<file path="config.mk">
export PLATFORM = sky130hd
export DESIGN_NAME = wvl_scale3_filter
export DESIGN_NICKNAME = d
export VERILOG_FILES = /design/src/rtl/wvl_scale3_pkg.sv /design/src/rtl/wvl_lowpass_stage.sv /design/src/rtl/wvl_highpass_stage.sv /design/src/rtl/wvl_fill_tracker.sv /design/src/rtl/wvl_scale3_filter.sv
export SDC_FILE = /design/constraint.sdc
export NUM_CORES = 1
export LEC_CHECK = 0
export BUFFER_PORTS_ARGS = -buffer_cell sky130_fd_sc_hd__clkbuf_2
export CAP_MARGIN = 0
export CORE_MARGIN = 2
export CORE_UTILIZATION = 30
export CTS_CLUSTER_DIAMETER = 100
export DETAILED_ROUTE_END_ITERATION = 12
export MAX_ROUTING_LAYER = met4
export PLACE_DENSITY = 0.47
export SETUP_SLACK_MARGIN = 0.4
export SYNTH_ARGS = -nofsm -noshare
export SYNTH_HDL_FRONTEND = slang
export SYNTH_SLANG_ARGS = --single-unit
export TNS_END_PERCENT = 100
</file>
<file path="constraint.sdc">
create_clock -name clk -period 4.23 [get_ports clk]
set_input_delay 0.846 -clock clk [delete_from_list [all_inputs] [get_ports clk]]
set_output_delay 0.846 -clock clk [all_outputs]
set_load 0.02 [all_outputs]
</file>
<file path="src/rtl/wvl_scale3_pkg.sv">
package wvl_scale3_pkg;

    // Smoothing stage: weights 1,3,3,1 with a right shift of three
    localparam int LP_SPAN  = 3;   // number of spacings covered by one smoothing stage
    localparam int LP_SHIFT = 3;   // divide by eight

    // Samples needed before the output depends only on real data:
    // each smoothing stage reaches back LP_SPAN*spacing, the difference stage one spacing.
    function automatic int fill_depth(input int num_lp);
        return LP_SPAN * ((1 << num_lp) - 1) + (1 << num_lp);
    endfunction

endpackage

</file>
<file path="src/rtl/wvl_lowpass_stage.sv">
module wvl_lowpass_stage #(
    parameter int W       = 12,
    parameter int SPACING = 1
) (
    input  logic                clk,
    input  logic                rst_n,
    input  logic signed [W-1:0] din,
    output logic signed [W-1:0] dout
);
    import wvl_scale3_pkg::*;

    localparam int DEPTH = LP_SPAN * SPACING;
    localparam int ACW   = W + 3;

    typedef struct packed {
        logic [DEPTH-1:0][W-1:0] dly;   // dly[k-1] holds the input from k samples ago
        logic [W-1:0]            y;
    } lp_state_t;

    lp_state_t st_d, st_q;

    logic signed [ACW-1:0] outer_sum;
    logic signed [ACW-1:0] inner_sum;
    logic signed [ACW-1:0] acc;

    always_comb begin
        st_d = st_q;
        // symmetric pre-addition: end taps share weight 1, middle taps weight 3
        outer_sum = ACW'(din) + ACW'($signed(st_q.dly[DEPTH-1]));
        inner_sum = ACW'($signed(st_q.dly[SPACING-1])) +
                    ACW'($signed(st_q.dly[2*SPACING-1]));
        acc       = outer_sum + (inner_sum <<< 1) + inner_sum;
        st_d.y    = W'(acc >>> LP_SHIFT);
        st_d.dly[0] = din;
        for (int i = 1; i < DEPTH; i++) begin
            st_d.dly[i] = st_q.dly[i-1];
        end
    end

    always_ff @(posedge clk or negedge rst_n) begin
        if (!rst_n) st_q <= '0;
        else        st_q <= st_d;
    end

    assign dout = $signed(st_q.y);

endmodule

</file>
<file path="src/rtl/wvl_highpass_stage.sv">
module wvl_highpass_stage #(
    parameter int W       = 12,
    parameter int OUT_W   = 14,
    parameter int SPACING = 4
) (
    input  logic                    clk,
    input  logic                    rst_n,
    input  logic signed [W-1:0]     din,
    output logic signed [OUT_W-1:0] dout
);
    localparam int RW = W + 2;

    typedef struct packed {
        logic [SPACING-1:0][W-1:0] dly;
        logic [OUT_W-1:0]          y;
    } hp_state_t;

    hp_state_t st_d, st_q;

    logic signed [RW-1:0] diff;
    logic signed [RW-1:0] res;

    always_comb begin
        st_d   = st_q;
        diff   = RW'(din) - RW'($signed(st_q.dly[SPACING-1]));
        res    = diff <<< 1;
        st_d.y = OUT_W'(res);   // truncation to the output word
        st_d.dly[0] = din;
        for (int i = 1; i < SPACING; i++) begin
            st_d.dly[i] = st_q.dly[i-1];
        end
    end

    always_ff @(posedge clk or negedge rst_n) begin
        if (!rst_n) st_q <= '0;
        else        st_q <= st_d;
    end

    assign dout = $signed(st_q.y);

endmodule

</file>
<file path="src/rtl/wvl_fill_tracker.sv">
module wvl_fill_tracker #(
    parameter int FILL = 13,
    parameter int LAT  = 3
) (
    input  logic clk,
    input  logic rst_n,
    output logic ready_o
);
    localparam int CW = $clog2(FILL + 1);

    typedef struct packed {
        logic [CW-1:0]  cnt;
        logic [LAT-1:0] vpipe;
    } fill_state_t;

    fill_state_t st_d, st_q;

    always_comb begin
        st_d = st_q;
        if (st_q.cnt != CW'(FILL)) st_d.cnt = st_q.cnt + 1'b1;
        st_d.vpipe[0] = (st_q.cnt == CW'(FILL));
        for (int i = 1; i < LAT; i++) begin
            st_d.vpipe[i] = st_q.vpipe[i-1];
        end
    end

    always_ff @(posedge clk or negedge rst_n) begin
        if (!rst_n) st_q <= '0;
        else        st_q <= st_d;
    end

    assign ready_o = st_q.vpipe[LAT-1];

endmodule

</file>
<file path="src/rtl/wvl_scale3_filter.sv">
module wvl_scale3_filter #(
    parameter int IN_W   = 12,
    parameter int OUT_W  = 14,
    parameter int NUM_LP = 2
) (
    input  logic                    clk,
    input  logic                    rst_n,
    input  logic signed [IN_W-1:0]  smp_i,
    output logic signed [OUT_W-1:0] coef_o,
    output logic                    coef_valid_o
);
    localparam int HP_SPACING = 1 << NUM_LP;
    localparam int FILL       = wvl_scale3_pkg::fill_depth(NUM_LP);
    localparam int LAT        = NUM_LP + 1;

    logic signed [IN_W-1:0] lp_chain [NUM_LP+1];

    assign lp_chain[0] = smp_i;

    generate
        for (genvar g = 0; g < NUM_LP; g++) begin : g_lp
            wvl_lowpass_stage #(
                .W      (IN_W),
                .SPACING(1 << g)
            ) i_lp (
                .clk  (clk),
                .rst_n(rst_n),
                .din  (lp_chain[g]),
                .dout (lp_chain[g+1])
            );
        end
    endgenerate

    wvl_highpass_stage #(
        .W      (IN_W),
        .OUT_W  (OUT_W),
        .SPACING(HP_SPACING)
    ) i_hp (
        .clk  (clk),
        .rst_n(rst_n),
        .din  (lp_chain[NUM_LP]),
        .dout (coef_o)
    );

    wvl_fill_tracker #(
        .FILL(FILL),
        .LAT (LAT)
    ) i_fill (
        .clk    (clk),
        .rst_n  (rst_n),
        .ready_o(coef_valid_o)
    );

endmodule

</file>
==> run metrics <==
category of the most critical setup path=flop to flop; clock transition at the registers of the reported paths=0.07 ns; Setup violations, final=0; max-slew violation count=0; Die Y-Extent=179 um; standard cell with the maximum stage delay on the critical path=fa_1; synthesis-to-layout area growth=19.5%; status=complete, no violations; via count of the first global-routing pass=5579; TritonCTS Buffers=17; largest net degree at the start of global routing=86; number of enable-type register cells in the synthesized netlist=0; Hold WC Path Type=flop to flop; later-pin clock latency in the skew report=0.44 ns; register area share after synthesis=54.2%; clock tree from TritonCTS=done; Total Die Area=32200 um2; Yosys warnings=0; Worst path max stage delay=0.44 ns; flops & latches, synth=200; synthesized instance count=748; worst-case headroom to the max-slew limit=53.5%; Synth Cell Area=9230 um2; Netlist cell types=52; Clock Skews=0.0122 ns; H-tree depth=4; Total Routing Usage GR=10.5%; ratio of routed vias to standard cells=4.34; clock period minus worst slack=3.91 ns; share of async-settable or async-resettable flops after synthesis=100%; antenna cell count=0; die outline width=179 um; Hold Path Origin=g_lp[1].i_lp.st_d[32]; antenna violations before repair=0; DRC violations left=0; maximum operating frequency=0.256 GHz; starting density of the core=30.3%; share of cells above drive strength 1=20.3%; RSZ-0062 raised after global routing=yes; CP required=4.56 ns; maximum buffer depth of the clock tree=2; root buffer selected by CTS=clkbuf_16; CTS sink cnt=200; Post-Syn Area per Cell=12.3 um2; Final Net Count=947; net count after synthesis=877; violation count after the first detailed-route iteration=239; boundary pin count=29; worst reg2reg path startpoint=g_lp[0].i_lp.dout[0]; reported max-cap violation count=0; residual antenna-violating net count after detailed routing=0; chain of cells forming the critical path=ha_2 > inv_2 > fa_2 > nor2b_2 > o31a_1 > o21a_1 > nor2_2 > o21bai_1 > a21oi_1 > xor2_1 > fa_1 > inv_2 > ha_4 > a21o_1 > a21o_1 > a21oi_2 > a21bo_4 > a21oi_4 > o21bai_1 > xor2_1; DRT Wirelength=14.4 mm; total core area=30400 um2; Detail Placement HPWL=10.2 mm; primary flip-flop cell chosen by synthesis mapping=dfrtp_1; first-pass GRT wire length=25.8 mm; crit-path max FO=4; vias after detailed routing=5320; cell family contributing the most delay on the critical path=compound AO/OA/AOI/OAI gates; average detailed-routed wire length per instance=11.7 um; worst path buffer plus inverter count=2; total count of hold-check failures in the final report=0; period utilization=92.4%; router iterations before antenna repair=5; worst setup path startpoint=g_lp[0].i_lp.dout[0]; startpoint type of the worst setup path=flop; gpl congestion=0.706; kind of capture point of the worst setup path=flop; GRT overflow=0; total number of placement rows=64; pin slew with the least headroom to its limit=0.697 ns; Worst EP arrival=4.24 ns; quantity of I/O buffers inserted on ports=27; Final Hold Slack=0.342 ns
-- sequential cells by signal, indices dropped and copies added, names as in the netlist --
register,count
g_lp.i_lp.st_d,84
i_hp.st_d,36
g_lp.i_lp.dout,24
g_lp.i_lp.st_q,24
i_hp.dout,13
i_hp.st_q,12
i_fill.st_q,4
i_fill.st_d,2
i_fill.ready_o,1
-- layout by cell type, fill, tap and decap left out, drive strengths merged, types with 3 or more instances in the layout --
cell type  count
a21o          18
a21oi         45
a31o           7
a31oi          3
a41oi          3
buf           40
clkbuf        46
clkinv         4
dfrtp        200
fa            23
ha            92
inv           73
nand2         22
nand2b         5
nand3          8
nor2          47
nor2b         18
nor3          12
o21a          19
o21ai         25
o21bai         6
or3            3
xnor2         54
xor2          21
-- path summary, 6_finish.rpt --
path | to | slack [ns] | depth (start not counted)
setup / recovery | g_lp[1].i_lp.dout[10] | 0.32 | 20
hold / removal | g_lp[1].i_lp.st_d[44] | 0.34 | 0
setup reg to reg | g_lp[1].i_lp.dout[10] | 0.32 | 20
hold reg to reg | g_lp[1].i_lp.st_d[44] | 0.34 | 0
max in group asynchronous | g_lp[1].i_lp.st_q[81] | 2.99 | 2
min in group asynchronous | i_hp.dout[2] | 0.45 | 1
-- final cells by class --
class                   instances  area (um2)
well taps                     396         495
clock inverters                13         135
fillers                      3013       19400
flip-flops and latches        200        5000
multi-input cells             465        4220
inverters                      67         251
clock buffers                  19         453
repair buffers                 67         473
-- metrics by stage --
step | TNS, ns | setup slack, ns | area (um2) | cells | utilization (%)
CTS | 0 | 0.299 | 10800 | 1217 | 35.4
global route | 0 | 0.117 | 11000 | 1227 | 36.2
global placement | -0.0173 | -0.0173 | 9930 | 1172 | 32.6
detailed placement | -0.0366 | -0.0366 | 9930 | 1172 | 32.6
finish | 0 | 0.321 | 11000 | 1227 | 36.2
floorplan | 0 | 0.401 | 9250 | 748 | -
-- metal layers --
| layer | share of wire (%) | GRT usage (%) | wire, um |
|---|---|---|---|
| met5 | 0 | - | 0 |
| met1 | 50 | 13.4 | 7170 |
| met2 | 46 | 16.3 | 6630 |
| met4 | 1.8 | 4.07 | 262 |
| met3 | 2.4 | 2.59 | 349 |
-- cell usage after synthesis, types with 2 or more instances --
master,n,area share (%)
dfrtp_1,200,54
ha_1,92,12
inv_1,67,2.7
xnor2_1,54,5.1
nor2_1,46,1.9
a21oi_1,44,2.4
o21ai_0,25,1.4
fa_1,23,5.0
nand2_1,22,0.89
xor2_1,21,2.0
o21a_1,19,1.5
a21o_1,18,1.5
nor2b_1,18,1.2
buf_4,14,1.1
nor3_1,12,0.65
nand3_1,8,0.43
a31o_2,7,0.66
o21bai_1,6,0.49
nand2b_1,5,0.34
a31oi_1,3,0.20
a41oi_1,3,0.28
or3_1,3,0.20
a21boi_0,2,0.16
and2_1,2,0.14
and3_1,2,0.14
nor4_1,2,0.14
o221ai_1,2,0.19
o2bb2ai_1,2,0.19
o311a_1,2,0.22
o31a_1,2,0.19
-- cells by family (layout without fill, tap and decap cells) --
family | after synthesis | count (layout) | synth area share [%]
muxes | 1 | 1 | 0.108
buffers and inverters | 83 | 166 | 3.96
other | 1 | 1 | 0.0406
and+or+nand+nor | 125 | 125 | 6.41
AOI/OAI and AO/OA | 148 | 148 | 10.7
adders and majority gates | 115 | 115 | 17.5
xor gates and xnor gates | 75 | 75 | 7.12
DFF | 200 | 200 | 54.2
-- worst register-to-register path: cells and delay by family (launching register included) --
family,cells,cell delay [ns]
AOI/OAI and AO/OA,10,1.70
xor gates and xnor gates,2,0.33
adders and majority gates,4,1.05
buffers and inverters,2,0.12
DFF,1,0.41
and+or+nand+nor,2,0.18
-- what timing repair did --
item	in CTS	in global routing
endpoints found under the setup margin	9	11
hold buffers	0	0
gates resized for setup	32	39
setup buffers	13	10
pin swaps	29	47
Power is left out: the tool's default activity adds up to more than one toggle a clock period on the data nets, which glitch-free logic cannot reach.
